<file path="config.mk">
export PLATFORM = sky130hd
export DESIGN_NAME = slice_alu
export DESIGN_NICKNAME = d
export VERILOG_FILES = /design/src/rtl/slice_alu_pkg.sv /design/src/rtl/alu_bit_cell.sv /design/src/rtl/alu_zero_detect.sv /design/src/rtl/slice_alu.sv
export SDC_FILE = /design/constraint.sdc
export NUM_CORES = 1
export LEC_CHECK = 0
export ABC_AREA = 1
export CAP_MARGIN = 10
export CELL_PAD_IN_SITES_DETAIL_PLACEMENT = 1
export CELL_PAD_IN_SITES_GLOBAL_PLACEMENT = 1
export CORE_UTILIZATION = 47
export DETAILED_ROUTE_END_ITERATION = 10
export DONT_BUFFER_PORTS = 1
export PLACE_DENSITY_LB_ADDON = 0.1
export SYNTH_ARGS = -nofsm -noshare
export SYNTH_HDL_FRONTEND = slang
export SYNTH_SLANG_ARGS = --single-unit
</file>
<file path="constraint.sdc">
create_clock -name vclk -period 29.1
set_clock_uncertainty 0.1 [all_clocks]
set_input_delay 5.82 -clock vclk [all_inputs]
set_output_delay 5.82 -clock vclk [all_outputs]
set_load 0.01 [all_outputs]
</file>
<file path="src/rtl/slice_alu_pkg.sv">
package slice_alu_pkg;

  typedef enum logic [1:0] {
    SEL_AND  = 2'b00,
    SEL_OR   = 2'b01,
    SEL_SUM  = 2'b10,
    SEL_LESS = 2'b11
  } cell_sel_e;

  localparam logic [3:0] CODE_AND = 4'b0000;
  localparam logic [3:0] CODE_OR  = 4'b0001;
  localparam logic [3:0] CODE_ADD = 4'b0010;
  localparam logic [3:0] CODE_SUB = 4'b0110;
  localparam logic [3:0] CODE_SLT = 4'b0111;
  localparam logic [3:0] CODE_NOR = 4'b1100;

  function automatic logic code_listed(input logic [3:0] code);
    return (code == CODE_AND) || (code == CODE_OR) || (code == CODE_ADD) ||
           (code == CODE_SUB) || (code == CODE_SLT) || (code == CODE_NOR);
  endfunction

endpackage

</file>
<file path="src/rtl/alu_bit_cell.sv">
module alu_bit_cell
  import slice_alu_pkg::*;
#(
  parameter bit IS_TOP = 1'b0
) (
  input  logic      a_i,
  input  logic      b_i,
  input  logic      a_inv_i,
  input  logic      b_inv_i,
  input  cell_sel_e sel_i,
  input  logic      less_i,
  input  logic      carry_i,
  output logic      res_o,
  output logic      carry_o,
  output logic      set_o,
  output logic      ovf_o
);

  logic a_eff;
  logic b_eff;
  logic sum_bit;

  always_comb begin
    a_eff   = a_i ^ a_inv_i;
    b_eff   = b_i ^ b_inv_i;
    sum_bit = a_eff ^ b_eff ^ carry_i;
    carry_o = (a_eff & b_eff) | (a_eff & carry_i) | (b_eff & carry_i);
  end

  always_comb begin
    unique case (sel_i)
      SEL_AND:  res_o = a_eff & b_eff;
      SEL_OR:   res_o = a_eff | b_eff;
      SEL_SUM:  res_o = sum_bit;
      SEL_LESS: res_o = less_i;
      default:  res_o = 1'b0;
    endcase
  end

  generate
    if (IS_TOP) begin : g_top
      always_comb begin
        ovf_o = carry_i ^ carry_o;
        set_o = sum_bit ^ ovf_o;
      end
    end else begin : g_plain
      always_comb begin
        ovf_o = 1'b0;
        set_o = 1'b0;
      end
    end
  endgenerate

endmodule

</file>
<file path="src/rtl/alu_zero_detect.sv">
module alu_zero_detect #(
  parameter int WIDTH = 32
) (
  input  logic [WIDTH-1:0] vec_i,
  output logic             zero_o
);

  always_comb zero_o = ~|vec_i;

endmodule

</file>
<file path="src/rtl/slice_alu.sv">
module slice_alu
  import slice_alu_pkg::*;
#(
  parameter int WIDTH = 32
) (
  input  logic [WIDTH-1:0] opnd_a,
  input  logic [WIDTH-1:0] opnd_b,
  input  logic [3:0]       ctrl,
  output logic [WIDTH-1:0] result,
  output logic             zero,
  output logic             ovf,
  output logic             cout
);

  localparam int TOP = WIDTH - 1;

  logic             a_inv;
  logic             b_inv;
  cell_sel_e        sel;
  logic [WIDTH-1:0] raw_res;
  logic             slt_bit;
  logic             top_ovf;
  logic             top_carry;
  logic             listed;
  logic             arith_code;
  logic             carry_code;

  always_comb begin
    a_inv = ctrl[3];
    b_inv = ctrl[2];
    sel   = cell_sel_e'(ctrl[1:0]);
  end

  generate
    for (genvar i = 0; i < WIDTH; i++) begin : g_cell
      logic cin;
      logic co;
      logic rb;
      logic st;
      logic ov;
      logic lin;

      if (i == 0) begin : g_first
        always_comb begin
          cin = b_inv;
          lin = slt_bit;
        end
      end else begin : g_rest
        always_comb begin
          cin = g_cell[i-1].co;
          lin = 1'b0;
        end
      end

      alu_bit_cell #(
        .IS_TOP (i == TOP)
      ) u_cell (
        .a_i     (opnd_a[i]),
        .b_i     (opnd_b[i]),
        .a_inv_i (a_inv),
        .b_inv_i (b_inv),
        .sel_i   (sel),
        .less_i  (lin),
        .carry_i (cin),
        .res_o   (rb),
        .carry_o (co),
        .set_o   (st),
        .ovf_o   (ov)
      );

      assign raw_res[i] = rb;
    end
  endgenerate

  assign slt_bit   = g_cell[TOP].st;
  assign top_ovf   = g_cell[TOP].ov;
  assign top_carry = g_cell[TOP].co;

  always_comb begin
    listed     = code_listed(ctrl);
    arith_code = (ctrl == CODE_ADD) || (ctrl == CODE_SUB);
    carry_code = arith_code || (ctrl == CODE_SLT);
    result     = listed ? raw_res : '0;
    ovf        = arith_code & top_ovf;
    cout       = carry_code & top_carry;
  end

  alu_zero_detect #(
    .WIDTH (WIDTH)
  ) u_zero (
    .vec_i  (result),
    .zero_o (zero)
  );

  always_comb begin
    if (ctrl == CODE_ADD) begin

      add_sum_chk: assert (result == WIDTH'(opnd_a + opnd_b));
    end
    if (ctrl == CODE_SUB) begin

      sub_diff_chk: assert (result == WIDTH'(opnd_a - opnd_b));
    end
    if (ctrl == CODE_SUB && opnd_a == opnd_b) begin

      eq_zero_chk: assert (zero);
    end
    if (ctrl == CODE_SLT) begin

      slt_bit_chk: assert (result[0] == ($signed(opnd_a) < $signed(opnd_b)));

      slt_upper_chk: assert (result[WIDTH-1:1] == '0);
    end
    if (!ctrl[1]) begin

      logic_no_ovf_chk: assert (!ovf && !cout);
    end
    if (!code_listed(ctrl)) begin

      unlisted_quiet_chk: assert (zero && !ovf && !cout);
    end
  end

endmodule

</file>
; ---- Word-level counts from Yosys, hierarchy flattened
; Cells that the tools add are included.
[word_totals]
register_bits = 0
latch_bits = 0
ram_bits = 0
romBits = 0
output_inout_bits = 35
n_memories = 0
[op_classes]
addsub = 0
multipliers = 0
div = 0
order_cmp = 0
eq_ne = 8
n_shift = 0
n_mux = 33
bitwise_logic = 324
n_reduce_logical = 11
[ops]
columns = operator, count
row1 = bitwise XOR 1 bit, 130
row2 = case mux 1 bit (4 select lines), 32
row3 = bitwise AND 1 bit, 98
row4 = OR 1 bit, 96
row5 = two-way mux 32 bit, 1
row6 = OR reduction 32 bit, 1
row7 = == test 4 x 3 -> 1 bit (second input constant), 2
row8 = logical OR 1 bit, 7
row9 = == test 2 bit (second input constant), 2
row10 = == test 4 x 1 -> 1 bit (second input constant), 1
row11 = == test 4 x 2 -> 1 bit (second input constant), 1
row12 = == test 4 bit (second input constant), 1
row13 = zero test 4 bit, 1
row14 = == test 2 x 1 -> 1 bit (second input constant), 1
row15 = zero test 2 bit, 1
row16 = zero test 1 bit, 1

; ---- Longest topological paths before layout
; Gate-level depths: netlist of run 1.
[logic_depth]
word_depth = 103
ltp_mapped = 44
ltp_nobuf = 43

; ---- By module
; From an unflattened synthesis of run 1, not the netlist that was laid out.
[unflattened]
cells_unflattened = 818
area_unflattened_um2 = 4852.2
[modules_own_cells]
columns = mod, n_inst, cells_each, area_each_um2, seq_area_each_um2
row1 = alu_bit_cell (g_cell[0].u_cell ...), 31, 22, 136.4, 0.0
row2 = slice_alu, 1, 83, 357.8, 0.0
row3 = alu_bit_cell (g_cell[31].u_cell), 1, 22, 150.1, 0.0
row4 = alu_zero_detect, 1, 31, 116.4, 0.0

; ---- Worst setup path before layout of run 1
; Ideal clock, no wire load.
[synth_path]
path_kind = input-to-output
from = in ctrl[3]
to = out zero
arrival_time_ns = 18.804
slack_ns = 4.376
cell_stages = 43
path_cell_list = buf_2 -> xnor2_1 -> inv_1 -> o21ai_0 -> fa_1 -> fa_1 -> fa_1 -> fa_1 -> fa_1 -> fa_1 -> fa_1 -> fa_1 -> fa_1 -> fa_1 -> fa_1 -> fa_1 -> fa_1 -> fa_1 -> [7 not listed] -> fa_1 -> fa_1 -> fa_1 -> fa_1 -> fa_1 -> fa_1 -> fa_1 -> fa_1 -> fa_1 -> fa_1 -> o21ai_0 -> nand2_1 -> inv_1 -> o21ai_1 -> nand2_1 -> nor2_1 -> nand2_1 -> nor2_1
[synth_via]
elab_chain_len = 103
[synth_lines]
columns = element, line_no
row1 = from (decl), slice_alu.sv:8  ; input logic [3:0] ctrl,
row2 = bitwise XOR 1 bit, alu_bit_cell.sv:24  ; a_eff = a_i ^ a_inv_i;
row3 = "bitwise AND 1 bit, on equally long branches", "alu_bit_cell.sv:27, alu_bit_cell.sv:32"
row4 = OR 1 bit (2 in a row), alu_bit_cell.sv:27  ; carry_o = (a_eff & b_eff) | (a_eff & carry_i) | (b_eff & carry_i);
row5 = bitwise AND 1 bit, alu_bit_cell.sv:27
row6 = OR 1 bit (2 in a row), alu_bit_cell.sv:27
row7 = bitwise AND 1 bit, alu_bit_cell.sv:27
row8 = OR 1 bit (2 in a row), alu_bit_cell.sv:27
row9 = bitwise AND 1 bit, alu_bit_cell.sv:27
row10 = [83 not listed], n/a
row11 = bitwise AND 1 bit, alu_bit_cell.sv:27
row12 = OR 1 bit (2 in a row), alu_bit_cell.sv:27
row13 = bitwise XOR 1 bit, alu_bit_cell.sv:43  ; ovf_o = carry_i ^ carry_o;
row14 = bitwise XOR 1 bit, alu_bit_cell.sv:44  ; set_o = sum_bit ^ ovf_o;
row15 = case mux 1 bit (4 select lines), alu_bit_cell.sv:31  ; unique case (sel_i)
row16 = two-way mux 32 bit (*), slice_alu.sv:83  ; result = listed ? raw_res : '0;
row17 = OR reduction 32 bit (*), alu_zero_detect.sv:8  ; always_comb zero_o = ~|vec_i;
row18 = zero test 1 bit (*), alu_zero_detect.sv:8
row19 = to (decl), slice_alu.sv:10  ; output logic zero,
; Mark *: on every way between the ends. The rest lies on a longest branch, timed or not.

; ---- Final worst setup path of run 1
; Ends and elaborated chain as after synthesis.

==> results of run 1 <==
==> metal layers <==
layer | part of all wire, % | up-vias | wire length [um] | global-route usage (%)
met2 | 53 | 51 | 5038 | 45.34
met1 | 44 | 1532 | 4135 | 26.76
met4 | 0.60 | 0 | 57 | 1.282
li1 | - | 1619 | - | -
met3 | 2.2 | 4 | 203 | 0.8130
met5 | 0 | - | 0 | 0
==> through the flow <==
stage               instances  hold slack (ps)  instance area, um2  util, %  worst slack (ps)
finish                    680            11600                3831    48.57              3668
global route              680            11610                3831    48.57              3113
CTS                       680            11600                3831    48.57              3610
detailed placement        680            11600                3831    48.57              3653
global placement          680            11600                3831    48.57              3942
floorplan                 603            11810                3899        -              4376
==> synthesized netlist by cell type, types with 2 or more instances <==
library cell  count
nand2_1         176
inv_1           156
ha_1             64
xnor2_1          63
fa_1             32
nor2_1           25
buf_2            14
o21ai_1          14
or2_2            12
o21ai_0          10
buf_6             8
or2_1             5
nand2_2           4
nand3_1           4
a21oi_1           3
buf_4             2
inv_2             2
==> worst max-delay path: cells and delay by family <==
| kind | cells | cell delay [ps] |
|---|---|---|
| xor gates and xnor gates | 1 | 120 |
| and+or+nand+nor | 5 | 550 |
| AOI/OAI and AO/OA | 3 | 290 |
| buffers and inverters | 2 | 120 |
| adders and majority gates | 31 | 12630 |
==> final cells by class <==
cell class                      count  area (um2)
Fill cell                        1088        4056
Multi-Input combinational cell    419        3102
Inverter                          159       601.8
Tap cell                          102       127.6
==> cell families after synthesis <==
kind of cell | synth area share (%)
and+or+nand+nor | 24.74
AOI/OAI and AO/OA | 3.466
xor gates and xnor gates | 14.38
buffers and inverters | 20.44
adders and majority gates | 36.97
==> worst max path at each step <==
| stage | startpoint | end | slack, ps | depth (start not counted) |
|---|---|---|---|---|
| floorplan | ctrl[3] | zero | 4380 | 43 |
| global placement | ctrl[3] | zero | 3940 | 42 |
| detailed placement | ctrl[3] | zero | 3650 | 43 |
| CTS | ctrl[3] | zero | 3610 | 43 |
| global route | ctrl[3] | zero | 3110 | 42 |
| finish | ctrl[3] | zero | 3670 | 42 |
==> power by group through the flow <==
| stage | combinational, mW | clock, mW | sequential [mW] |
|---|---|---|---|
| floorplan | 0.0728 | 0 | 0 |
| global placement | 0.0812 | 0 | 0 |
| detailed placement | 0.0868 | 0 | 0 |
| CTS | 0.0871 | 0 | 0 |
| global route | 0.0999 | 0 | 0 |
| finish | 0.0852 | 0 | 0 |
==> key figures, run 1 <==
Run status
  – Status: completed

Job
  – Max Cap Viol: 0

Layout
  – Nets@finish: 744
  – # clk buffers: 0
  – Most frequent cells in the layout: nand2_1 (176), inv_1 (156), ha_1 (64)
  – Layout cell share with drive strength beyond 1: 3.806%
  – Sequential cell area: 0 um2
  – Layout area overhead: -1.733%
  – Diodes inserted: 0
  – FF+latch count: 0
  – Commonest non-fill, non-tap cell in the layout: nand2_1

Setup path
  – Delay of the slowest critical-path stage: 500 ps
  – Critical Path Source Type: primary input
  – WP data required: 23180 ps
  – Crit path arrival time: 19510 ps
  – Critical path class: primary input to output port
  – CP Capture Type: output port
  – Most frequent CP cell: fa_1
  – Critical Path Slowest Stage Cell: fa_1
  – Worst-path fanout max: 36

Routing
  – Vias/cell: 4.715
  – Initial DRC Count: 57
  – Average wire per standard cell: 13.88 um
  – Vias post-DR: 3206
  – DRC: 0
  – Pre-antenna DRT Iters: 4
  – DRT Wirelength: 9435 um
  – ANT nets after route: 0

Placement
  – RePlAce Congestion: 0.7780
  – Post-DP HPWL: 7615 um
  – Port Buf Inserts: 0

Pwr
  – Sw Share: 60.58%
  – Comb power frac: 100.0%
  – Pwr Density: 22.24 nW/um2
  – Leakage Power: 2.347 nW
  – Sequential Power Share: 0%
  – Design Power: 0.08519 mW
  – P_int: 0.03358 mW
  – Switching power: 0.05161 mW
  – Clock share of power: 0%
  – VDD IR max: 7.838 uV

Floorplan
  – Starting Density: 49.43%
  – Core area: 7888 um2
  – Io pins: 103
  – Die width: 93.08 um
  – Row count: 32
  – Die H: 93.08 um
  – Die area: 8663 um2

Global route
  – Vias in the first global route: 3336
  – Global Route Usage Sum: 22.33%
  – Number of antenna violations at the first check in global routing: 0
  – Largest net degree at the start of global routing: 42
  – GRT Residual Overflow: 0
  – First-pass GRT wire length: 15590 um

Timing
  – Achievable Freq: 39.32 MHz
  – Final setup violation count: 0
  – Fin crit share: 87.40%
  – Pins over their slew limit: 0
  – Worst-margin pin slew: 769.7 ps
  – RSZ-0062 raised after global routing: no
  – Fin crit period: 25430 ps
  – Worst slew margin: 48.57%
  – Setup TNS: 0 ps
  – Endpoints failing hold: 0

Logic synthesis
  – Sequential-to-total area share from yosys stat: 0%
  – Gate Count Post-Synth: 603
  – Yosys top cell area share: 20.54%
  – Post-Syn Area: 3899 um2
  – Library cells used by synthesis: 26
  – Syn nets: 767
  – Top post-synthesis cells by area: ha_1 (21%), nand2_1 (17%), fa_1 (16%)
  – Area leader, netlist: ha_1
  – Yosys warns: 0
  – Mapped Avg Cell Area: 6.466 um2

Min path
  – Worst hold stages: 1
  – Worst min path class: primary input to output port
  – Hold_sp: ctrl[3]
  – Worst hold endpoint: ovf

CTS
  – Post_cts resized: 0
  – CTS Hold Bufs: 0
  – Post-CTS Setup Inserts: 0
(Power assumes the default switching activity.)
==> inputs of run 2 (changes only) <==
--- a/config.mk
+++ b/config.mk
@@ -12,7 +12,7 @@
 export CORE_UTILIZATION = 47
 export DETAILED_ROUTE_END_ITERATION = 10
 export DONT_BUFFER_PORTS = 1
-export PLACE_DENSITY_LB_ADDON = 0.1
+export PLACE_DENSITY = 0.84
 export SYNTH_ARGS = -nofsm -noshare
 export SYNTH_HDL_FRONTEND = slang
 export SYNTH_SLANG_ARGS = --single-unit
==> key figures, run 2 (synthesis results as in run 1) <==
Global route
  – GRT busiest layer: met2
  – Grt met2 use: 46.69%
  – GRT Residual Overflow: 0
  – Met1 usage: 26.50%
  – Vias in the first global route: 3592
  – First-pass GRT wire length: 16160 um
  – GR Util met3: 1.057%
  – Largest net degree at the start of global routing: 42
  – Global Route Usage Sum: 22.90%
  – Number of antenna violations at the first check in global routing: 0

Floorplan
  – Die area: 8663 um2
  – Die width: 93.08 um
  – Row count: 32
  – Starting Density: 49.43%
  – Die H: 93.08 um
  – Core area: 7888 um2
  – Io pins: 103

Layout
  – Sequential cell area: 0 um2
  – Fill count: 1094
  – # clk buffers: 0
  – Commonest non-fill, non-tap cell in the layout: nand2_1
  – Diodes inserted: 0
  – Most frequent cells in the layout: nand2_1 (176), inv_1 (156), ha_1 (64)
  – Layout area overhead: -1.733%
  – Layout cell share with drive strength beyond 1: 3.806%
  – Nets@finish: 744
  – FF+latch count: 0
  – Multi-input gate area: 3102 um2

Pwr
  – Pwr Density: 22.39 nW/um2
  – Comb power frac: 100.0%
  – Leakage Power: 2.347 nW
  – Sw Share: 60.92%
  – P_int: 0.03352 mW
  – Design Power: 0.08577 mW
  – VDD IR max: 8.446 uV
  – Sequential Power Share: 0%
  – Switching power: 0.05225 mW
  – Clock share of power: 0%

Placement
  – Port Buf Inserts: 0
  – RePlAce Congestion: 0.8108
  – Post-DP HPWL: 7752 um

CTS
  – Post_cts resized: 0
  – CTS Hold Bufs: 0
  – Post-CTS Setup Inserts: 0

Timing
  – Pins over their slew limit: 0
  – Hold_ws: 11610 ps
  – Worst slew margin: 47.91%
  – Achievable Freq: 39.24 MHz
  – Endpoints failing hold: 0
  – Setup TNS: 0 ps
  – Worst-margin pin slew: 779.4 ps
  – Final setup violation count: 0
  – Fin crit period: 25490 ps
  – RSZ-0062 raised after global routing: no
  – Fin crit share: 87.58%

Routing
  – DRC: 0
  – Vias post-DR: 3272
  – Vias/cell: 4.812
  – Pre-antenna DRT Iters: 4
  – DRT Wirelength: 9509 um
  – Average wire per standard cell: 13.98 um
  – ANT nets after route: 0
  – Initial DRC Count: 48

Min path
  – Worst hold stages: 1
  – Worst min path class: primary input to output port

Job
  – Max Cap Viol: 0

Setup path
  – Crit path buffers/inverters: 2
  – Crit path arrival time: 19570 ps
  – Critical Path Source Type: primary input
  – CP Depth: 42
  – Worst-path fanout max: 36
  – WP data required: 23180 ps
  – Delay of the slowest critical-path stage: 500 ps
  – CP Capture Type: output port
  – Most frequent CP cell: fa_1
  – Top delay family on crit path: adder cells
  – Critical Path Slowest Stage Cell: fa_1
  – Critical path class: primary input to output port

Run status
  – Status: completed
## run 2: power groups by stage
stage | Sequential (mW) | Combinational (mW) | Clock [mW]
after global placement | 0 | 0.0797 | 0
after floorplan | 0 | 0.0728 | 0
final | 0 | 0.0858 | 0
after detailed placement | 0 | 0.0869 | 0
after global routing | 0 | 0.101 | 0
after CTS | 0 | 0.0872 | 0
## run 2: final timing paths
path | endpoint | startpoint
max | zero | ctrl[3]
min | ovf | ctrl[3]
## run 2: cell type report
cell class	instances	area share, %
inverters	159	15.71
well taps	102	3.331
multi-input cells	419	80.96
## run 2: metrics by stage
stage          util, %  area (um2)  std cells  setup WS, ps
2_1_floorplan        -        3899        603          4376
6_report         48.57        3831        680          3613
3_5_place_dp     48.57        3831        680          3662
5_1_grt          48.57        3831        680          3068
4_1_cts          48.57        3831        680          3616
3_3_place_gp     48.57        3831        680          3967
## run 2: layer usage
layer  vias up  share of wire [%]
met2        64                 54
met1      1578                 43
met5         -                  0
li1       1620                  -
met4         0                1.5
met3        10                2.2
==> inputs of run 3 (changes only) <==
--- a/config.mk
+++ b/config.mk
@@ -13,6 +13,7 @@
 export DETAILED_ROUTE_END_ITERATION = 10
 export DONT_BUFFER_PORTS = 1
 export PLACE_DENSITY = 0.84
+export RECOVER_POWER = 50
 export SYNTH_ARGS = -nofsm -noshare
 export SYNTH_HDL_FRONTEND = slang
 export SYNTH_SLANG_ARGS = --single-unit
==> key figures, run 3 (synthesis results as in run 1) <==
Layout
  – Fill count: 1095
  – Layout cell share with drive strength beyond 1: 3.460%
  – Sequential cell area: 0 um2
  – Layout area overhead: -2.246%
  – FF+latch count: 0
  – Diodes inserted: 0
  – Multi-input gate area: 3082 um2
  – Filler-free cell count of the finished design: 680
  – Nets@finish: 744
  – Most frequent cells in the layout: nand2_1 (176), inv_1 (156), ha_1 (64)
  – Commonest non-fill, non-tap cell in the layout: nand2_1
  – # clk buffers: 0

Global route
  – GRT Residual Overflow: 0
  – Global Route Usage Sum: 22.90%
  – Number of antenna violations at the first check in global routing: 0
  – Vias in the first global route: 3592
  – Largest net degree at the start of global routing: 42
  – First-pass GRT wire length: 16160 um

Placement
  – Post-DP HPWL: 7752 um
  – Setup WS pre-CTS: 3662 ps
  – Port Buf Inserts: 0
  – RePlAce Congestion: 0.8108
  – Post-Place Cells: 680

Floorplan
  – Die H: 93.08 um
  – Row count: 32
  – Die area: 8663 um2
  – Io pins: 103
  – Die width: 93.08 um
  – Starting Density: 49.43%
  – Core area: 7888 um2

Run status
  – Status: finished, violations left
  – Failing checks: max-capacitance violations, max-slew violations

Setup path
  – Crit path arrival time: 19630 ps
  – Critical Path Source Type: primary input
  – Worst-path fanout max: 36
  – Critical path class: primary input to output port
  – Critical Path Slowest Stage Cell: fa_1
  – Delay of the slowest critical-path stage: 500 ps
  – Crit path launch: ctrl[3]
  – Most frequent CP cell: fa_1
  – WP data required: 23180 ps
  – CP Capture Type: output port

Routing
  – Vias/cell: 4.822
  – Average wire per standard cell: 14.02 um
  – Initial DRC Count: 42
  – Pre-antenna DRT Iters: 4
  – DRT Wirelength: 9533 um
  – ANT nets after route: 0
  – Vias post-DR: 3279
  – DRC: 0

Pwr
  – Leakage Power: 2.340 nW
  – P_int: 0.03363 mW
  – Comb power frac: 100.0%
  – VDD IR max: 8.443 uV
  – Sequential Power Share: 0%
  – Clock share of power: 0%
  – Sw Share: 60.78%
  – Pwr Density: 22.50 nW/um2
  – Switching power: 0.05212 mW

Min path
  – Worst min path class: primary input to output port
  – Hold_sp: ctrl[3]

Timing
  – Endpoints failing hold: 0
  – Hold_ws: 11610 ps
  – Worst-margin pin slew: 2263 ps
  – Achievable Freq: 39.14 MHz
  – Setup TNS: 0 ps
  – Fin crit share: 87.79%
  – Final worst slack: 3552 ps
  – Final setup violation count: 0
  – Worst slew margin: -51.45%
  – Pins over their slew limit: 72
  – RSZ-0062 raised after global routing: no
  – Fin crit period: 25550 ps

CTS
  – Post-CTS Setup Inserts: 0
  – Post_cts resized: 0
  – CTS Hold Bufs: 0

Job
  – Max Cap Viol: 2
-- run 3: cell counts in the layout (fill, tap and decap cells not counted) --
Identical to the previous run, type by type.
-- run 3: final cells by class --
class / count / share of cell area, %
multi-input cells: 419 / 80.86
inverters: 159 / 15.79
well taps: 102 / 3.349
-- run 3: worst max-delay path, delay by kind of cell --
family | cells | cell delay (ps)
AO/OA/AOI/OAI | 3 | 290
XOR/XNOR | 1 | 130
adder cells (fa/ha/maj) | 31 | 12610
buffers and inverters | 2 | 140
AND/OR/NAND/NOR | 5 | 630
-- run 3: worst paths after layout --
kind  endpoint  cells past startpoint  slack (ps)
min        ovf                      1       11610
max       zero                     42        3550
-- run 3: metal layers --
metal | track usage [%] | routed length [um]
met5 | 0 | 0
met2 | 46.69 | 5079
met3 | 1.057 | 210
met1 | 26.50 | 4096
met4 | 2.949 | 146
-- run 3: power groups by stage --
stage | registers (mW) | logic (mW) | clock network, mW
after floorplan | 0 | 0.0728 | 0
after CTS | 0 | 0.0872 | 0
after detailed placement | 0 | 0.0869 | 0
after global routing | 0 | 0.101 | 0
final | 0 | 0.0857 | 0
after global placement | 0 | 0.0797 | 0
-- run 3: metrics by stage --
step,area [um2],util (%),total power [mW]
after CTS,3831,48.57,0.08720
after detailed placement,3831,48.57,0.08694
after global placement,3831,48.57,0.07974
after global routing,3811,48.32,0.1011
final,3811,48.32,0.08575
after floorplan,3899,-,0.07282
